--- src/rtl/vbr_pkg.sv ---
`timescale 1ns/1ps
// Shared types for the vector branch evaluator.
// Assumes the branch-kind encoding below is produced by decode.
package vbr_pkg;
    typedef enum logic [1:0] {
        BK_VEC_ZERO   = 2'd0,
        BK_VEC_NZ     = 2'd1,
        BK_LANE_ZERO  = 2'd2,
        BK_LANE_ALLNZ = 2'd3
    } br_kind_e;

    localparam int NUM_FMT = 4;

    typedef struct packed {
        logic taken;
        logic dslot;
        logic rsvd;
        logic vudis;
    } br_flags_t;
endpackage

--- src/rtl/vbr_lane_zero.sv ---
`timescale 1ns/1ps
// Zero-lane detector for one operand half.
// For each lane width it applies (x - LSBS) & ~x & MSBS and reduces the
// result. Only "any lane zero" is reported; this is exact even though lanes
// above a zero lane may show spurious borrow bits.
// Assumes HALF_W is a multiple of the widest lane (64 bits).
module vbr_lane_zero #(
    parameter int HALF_W = 64
) (
    input  logic [HALF_W-1:0] half,
    input  logic [1:0]        fmt,
    output logic              any_zero
);
    import vbr_pkg::*;

    // Build a mask with a one at the lowest bit of every lane of width w.
    function automatic logic [HALF_W-1:0] lsb_mask(input int w);
        logic [HALF_W-1:0] m;
        m = '0;
        for (int i = 0; i < HALF_W; i++) begin
            if (i % w == 0) m[i] = 1'b1;
        end
        return m;
    endfunction

    logic [NUM_FMT-1:0] hit;

    for (genvar f = 0; f < NUM_FMT; f++) begin : g_fmt
        localparam int LANE_W = 8 << f;
        localparam logic [HALF_W-1:0] LSBS = lsb_mask(LANE_W);
        localparam logic [HALF_W-1:0] MSBS = LSBS << (LANE_W - 1);
        logic [HALF_W-1:0] diff;
        // Subtract one from every lane at once and keep borrowed top bits.
        always_comb begin
            diff   = half - LSBS;
            hit[f] = |(diff & ~half & MSBS);
        end
    end

    // Select the detector that matches the requested format.
    always_comb any_zero = hit[fmt];
endmodule

--- src/rtl/vbr_guard.sv ---
`timescale 1ns/1ps
// Legality checks applied ahead of the branch decision.
// Priority: FPU mode, then vector unit enable, then delay-slot position.
// The outputs are one-hot or all zero.
module vbr_guard (
    input  logic fpu_en,
    input  logic fpu_64,
    input  logic vu_en,
    input  logic in_dslot,
    output logic rsvd,
    output logic vudis
);
    logic fmode_bad;

    // Resolve the exceptions in fixed priority order.
    always_comb begin
        fmode_bad = fpu_en && !fpu_64;
        vudis     = !fmode_bad && !vu_en;
        rsvd      = fmode_bad || (vu_en && in_dslot);
    end
endmodule

--- src/rtl/vbr_target.sv ---
`timescale 1ns/1ps
// Branch target adder: pc + 4 + sign-extended word offset shifted by two.
// Assumes PC_W > OFF_W + 2. The sum wraps at 2^PC_W.
module vbr_target #(
    parameter int PC_W  = 32,
    parameter int OFF_W = 10
) (
    input  logic [PC_W-1:0]  pc,
    input  logic [OFF_W-1:0] off,
    output logic [PC_W-1:0]  target
);
    logic [PC_W-1:0] off_ext;

    // Sign-extend the offset, scale it to bytes and add it to the next PC.
    always_comb begin
        off_ext = {{(PC_W-OFF_W){off[OFF_W-1]}}, off};
        target  = pc + PC_W'(4) + {off_ext[PC_W-3:0], 2'b00};
    end
endmodule

--- src/rtl/vbr_cond_eval.sv ---
`timescale 1ns/1ps
// Vector branch condition evaluator (top).
// Combines the whole-vector test, the per-lane zero test, the legality guard
// and the target adder. OUT_REG selects a same-cycle or a one-cycle
// registered result. Assumes VEC_W is twice the half width and that the
// half width is a multiple of 64.
module vbr_cond_eval #(
    parameter int VEC_W   = 128,
    parameter int PC_W    = 32,
    parameter int OFF_W   = 10,
    parameter bit OUT_REG = 1'b0
) (
    input  logic                 clk,
    input  logic                 rst_n,
    input  logic                 dec_stb,
    input  logic [VEC_W/2-1:0]   vec_lo,
    input  logic [VEC_W/2-1:0]   vec_hi,
    input  logic [1:0]           br_kind,
    input  logic [1:0]           elem_fmt,
    input  logic [OFF_W-1:0]     br_off,
    input  logic [PC_W-1:0]      pc,
    input  logic                 vu_en,
    input  logic                 fpu_en,
    input  logic                 fpu_64,
    input  logic                 in_dslot,
    output logic                 res_valid,
    output logic                 br_taken,
    output logic [PC_W-1:0]      br_target,
    output logic                 dslot_req,
    output logic                 exc_rsvd,
    output logic                 exc_vudis
);
    import vbr_pkg::*;

    localparam int HALF_W = VEC_W / 2;

    logic            lo_zero_lane;
    logic            hi_zero_lane;
    logic            any_zero_lane;
    logic            vec_all_zero;
    logic            cond;
    logic            g_rsvd;
    logic            g_vudis;
    logic [PC_W-1:0] tgt;
    br_flags_t       nxt;

    vbr_lane_zero #(.HALF_W(HALF_W)) u_lz_lo (
        .half(vec_lo), .fmt(elem_fmt), .any_zero(lo_zero_lane)
    );

    vbr_lane_zero #(.HALF_W(HALF_W)) u_lz_hi (
        .half(vec_hi), .fmt(elem_fmt), .any_zero(hi_zero_lane)
    );

    vbr_guard u_guard (
        .fpu_en(fpu_en), .fpu_64(fpu_64), .vu_en(vu_en),
        .in_dslot(in_dslot), .rsvd(g_rsvd), .vudis(g_vudis)
    );

    vbr_target #(.PC_W(PC_W), .OFF_W(OFF_W)) u_tgt (
        .pc(pc), .off(br_off), .target(tgt)
    );

    // Pick the branch condition for the requested kind.
    always_comb begin
        any_zero_lane = lo_zero_lane || hi_zero_lane;
        vec_all_zero  = ~|(vec_lo | vec_hi);
        unique case (br_kind_e'(br_kind))
            BK_VEC_ZERO:   cond = vec_all_zero;
            BK_VEC_NZ:     cond = !vec_all_zero;
            BK_LANE_ZERO:  cond = any_zero_lane;
            BK_LANE_ALLNZ: cond = !any_zero_lane;
            default:       cond = 1'b0;
        endcase
    end

    // Suppress the branch and the delay slot when an exception is raised.
    always_comb begin
        nxt.rsvd  = g_rsvd;
        nxt.vudis = g_vudis;
        nxt.dslot = !(g_rsvd || g_vudis);
        nxt.taken = cond && nxt.dslot;
    end

    if (OUT_REG) begin : g_reg
        br_flags_t       q_flags;
        logic [PC_W-1:0] q_tgt;
        logic            q_vld;

        // Capture the decision on the strobe and present it a cycle later.
        always_ff @(posedge clk) begin
            if (!rst_n) begin
                q_vld   <= 1'b0;
                q_flags <= '0;
                q_tgt   <= '0;
            end else begin
                q_vld <= dec_stb;
                if (dec_stb) begin
                    q_flags <= nxt;
                    q_tgt   <= tgt;
                end
            end
        end

        // Drive the ports from the capture registers.
        always_comb begin
            res_valid = q_vld;
            br_taken  = q_flags.taken;
            dslot_req = q_flags.dslot;
            exc_rsvd  = q_flags.rsvd;
            exc_vudis = q_flags.vudis;
            br_target = q_tgt;
        end
    end else begin : g_comb
        // Drive the ports straight from the evaluation logic.
        always_comb begin
            res_valid = dec_stb;
            br_taken  = nxt.taken;
            dslot_req = nxt.dslot;
            exc_rsvd  = nxt.rsvd;
            exc_vudis = nxt.vudis;
            br_target = tgt;
        end
    end
endmodule

--- config.mk ---
export PLATFORM = sky130hd
export DESIGN_NAME = vbr_cond_eval
export DESIGN_NICKNAME = d
export VERILOG_FILES = /design/src/rtl/vbr_pkg.sv /design/src/rtl/vbr_lane_zero.sv /design/src/rtl/vbr_guard.sv /design/src/rtl/vbr_target.sv /design/src/rtl/vbr_cond_eval.sv
export SDC_FILE = /design/constraint.sdc
export NUM_CORES = 1
export LEC_CHECK = 0
export ABC_AREA = 0
export CORE_AREA = 4 4 83 85
export DETAILED_ROUTE_END_ITERATION = 8
export DIE_AREA = 0 0 87 89
export DONT_BUFFER_PORTS = 1
export RECOVER_POWER = 25
export SKIP_LAST_GASP = 1
export SLEW_MARGIN = 10
export SYNTH_ARGS = -nofsm -noshare
export SYNTH_HDL_FRONTEND = slang
export SYNTH_SLANG_ARGS = --single-unit
--- constraint.sdc ---
create_clock -name vclk -period 4.87
set_input_delay 0.7305 -clock vclk [all_inputs]
set_output_delay 0.7305 -clock vclk [all_outputs]
set_load 0.01 [all_outputs]
==> run summary, run 1 <==
vias in the first global route: 2514
IO buf count: 0
peak supply drop: 0.0788 mV
hold-fix buffers at CTS: 0
Post-DP HPWL: 7.71 mm
Fin. Hold Viols: 0
FFs & Latches: 0
crit share post-route: 0.909
worst-path cell chain: ha_1, ha_1, a211o_1, or3_1, a211oi_1, nor2_1, a221oi_1, o21ai_1, a41oi_1, xnor2_1
Setup crit end: br_target[28]
pin count of the biggest net entering global routing: 22
Achievable Freq: 0.226 GHz
Final nets: 582
area delta synth->final: 2.03%
Min-Delay Path Depth: 0
Cell Area, Synth: 0.00253 mm^2
worst-margin pin slew: 0.827 ns
Max Transition Viols Final: 0
Ys Warns: 0
Max-Cap Viols: 0
critical path class: primary input to primary output
total length of routed wires: 8.48 mm
drt first pass iters: 4
GR Overflow Total: 0
Total GRT Usage: 0.192
critical path capture point type: primary output
worst-path maximum fanout: 21
Worst path most repeated cell: ha_1
register area: 0 um^2
CLK BUF: 0
RSZ-0062 raised after global routing: no
min Tclk post-route: 4.43 ns
# IOs: 218
critical path startpoint: br_off[9]
slew margin rel.: 0.447
Critical Path Stages: 10
Post CTS Setup Buffer Count: 0
WL/cell: 20.3 um
final setup fails: 0
Syn Inst Count: 347
first-pass GRT wire length: 12.1 mm
Die Y: 89 um
DR vias/cell: 6.62
site row count: 29
status: finished clean
core area: 0.00620 mm^2
Mapped Avg Cell Area: 7.30 um^2
DRC viols: 0
Worst EP arrival: 3.70 ns
Synth cell types: 55
post-placement cell area: 0.00259 mm^2
PwrDens: 138 mW/mm^2
DR iter-0 viols: 160
delay-heaviest family, CP: compound AO/OA/AOI/OAI gates
P_leak: 1.08 nW
Buf/Inv on CP: 0
Finished Cell Area: 0.00258 mm^2
GPL Wtd Cong: 0.859
Inserted Diodes: 0
Slowest-stage cell, CP: a221oi_1
sequential area share after synthesis: 0
CTS resizes: 0
Worst path max stage delay: 0.58 ns
Fill cells: 653
share of cells above drive strength 1: 0.00880
Die W: 87 um
die area: 0.00774 mm^2
initial antenna violation count: 2
hold crit path type: primary input to primary output
WP data required: 4.14 ns
Syn Nets: 586
routed via count: 2769
Fin Setup TNS: 0 ns
ANT nets after route: 0
starting density of the core: 0.408
Worst Setup Start Kind: primary input
==> where the power goes <==
group	total [mW]	switching (mW)	leakage [nW]	internal (mW)
combinational	0.357	0.213	1.08	0.143
clock	0	0	0	0
sequential	0	0	0	0
==> per-layer routing <==
metal	routed length, um	GRT usage	vias to the layer above
li1	-	-	1356
met1	3740	0.275	1279
met2	3810	0.306	126
met3	896	0.0535	4
met4	5	0	4
met5	27	0	-
==> synthesized netlist by cell type (4+ instances only) <==
cell      count  area share
a21o_1       13       0.039
inv_1        11       0.016
or4_1         7       0.021
nand4_1       6       0.015
a21oi_1      23       0.045
xor2_1        4       0.014
o21ai_1      10       0.020
ha_1         57        0.28
nor2_1       25       0.037
o211ai_1      4       0.012
nand3_1       8       0.016
and3_1        7       0.017
xnor2_1      22       0.076
a211oi_1      8       0.024
nand3b_1      6       0.018
nor4_1       23       0.057
o21a_1        5       0.015
o21ai_0       6       0.012
nand2_1      23       0.034
nor3_1       14       0.028
a31oi_1       6       0.015
==> through the flow <==
stage | cells | total power [mW] | util | hold slack, ns | setup slack, ns
final | 418 | 0.357 | 0.416 | 1.46 | 0.443
after detailed placement | 418 | 0.357 | 0.418 | 1.46 | 0.463
after CTS | 418 | 0.360 | 0.418 | 1.46 | 0.444
after floorplan | 347 | 0.302 | - | 1.50 | 0.827
after global routing | 418 | 0.398 | 0.416 | 1.46 | 0.197
after global placement | 418 | 0.353 | 0.418 | 1.46 | 0.520
==> how the worst min path moves through the flow <==
stage                         from            to
after floorplan           in_dslot     dslot_req
after global routing         pc[1]  br_target[1]
final                        pc[1]  br_target[1]
after detailed placement     pc[0]  br_target[0]
after CTS                    pc[0]  br_target[0]
after global placement       pc[0]  br_target[0]
==> cells in the final DEF, fill, tap and decap left out, types with 3 or more instances in the layout <==
cell type  synthesis  routed
nand4b_1           3       3
nand3_1            8       8
a21o_1            13      13
a211oi_1           8       8
nand4_1            6       6
a21boi_1           3       3
and2_1             3       3
inv_1             11      11
nand3b_1           6       6
xnor2_1           22      22
a21oi_1           23      23
ha_1              57      57
xor2_1             4       4
o21ai_1           10      10
o21a_1             5       5
or4_1              7       7
nor2b_1            3       3
nand2_1           23      23
nor3_1            14      14
o211ai_1           4       4
nor4_1            23      23
nor2_1            25      25
and3_1             7       7
o21bai_1           3       3
a31oi_1            6       6
o21ai_0            6       6
==> area by class of cell <==
cell class / count / area, um^2 / area share
inverter: 12 / 45.0 / 0.0174
tap: 77 / 96.3 / 0.0373
multi-input combinational: 329 / 2440 / 0.945
==> kinds of logic (layout without fill, tap and decap cells) <==
logic type	Yosys count	in the layout	share of synthesized area
AOI/OAI and AO/OA	99	99	0.261
xor gates and xnor gates	26	26	0.0899
muxes	1	1	0.00395
adders and majority gates	58	58	0.290
buffers and inverters	18	12	0.0311
and+or+nand+nor	145	145	0.324
Power figures use the tool's default switching activity.
==> run 2: changes to the inputs <==
--- a/config.mk
+++ b/config.mk
@@ -16,3 +16,4 @@
 export SYNTH_ARGS = -nofsm -noshare
 export SYNTH_HDL_FRONTEND = slang
 export SYNTH_SLANG_ARGS = --single-unit
+export TNS_END_PERCENT = 1
==> results of run 2 <==
No change in the layout: final DEF, timing and power equal those of run 1.
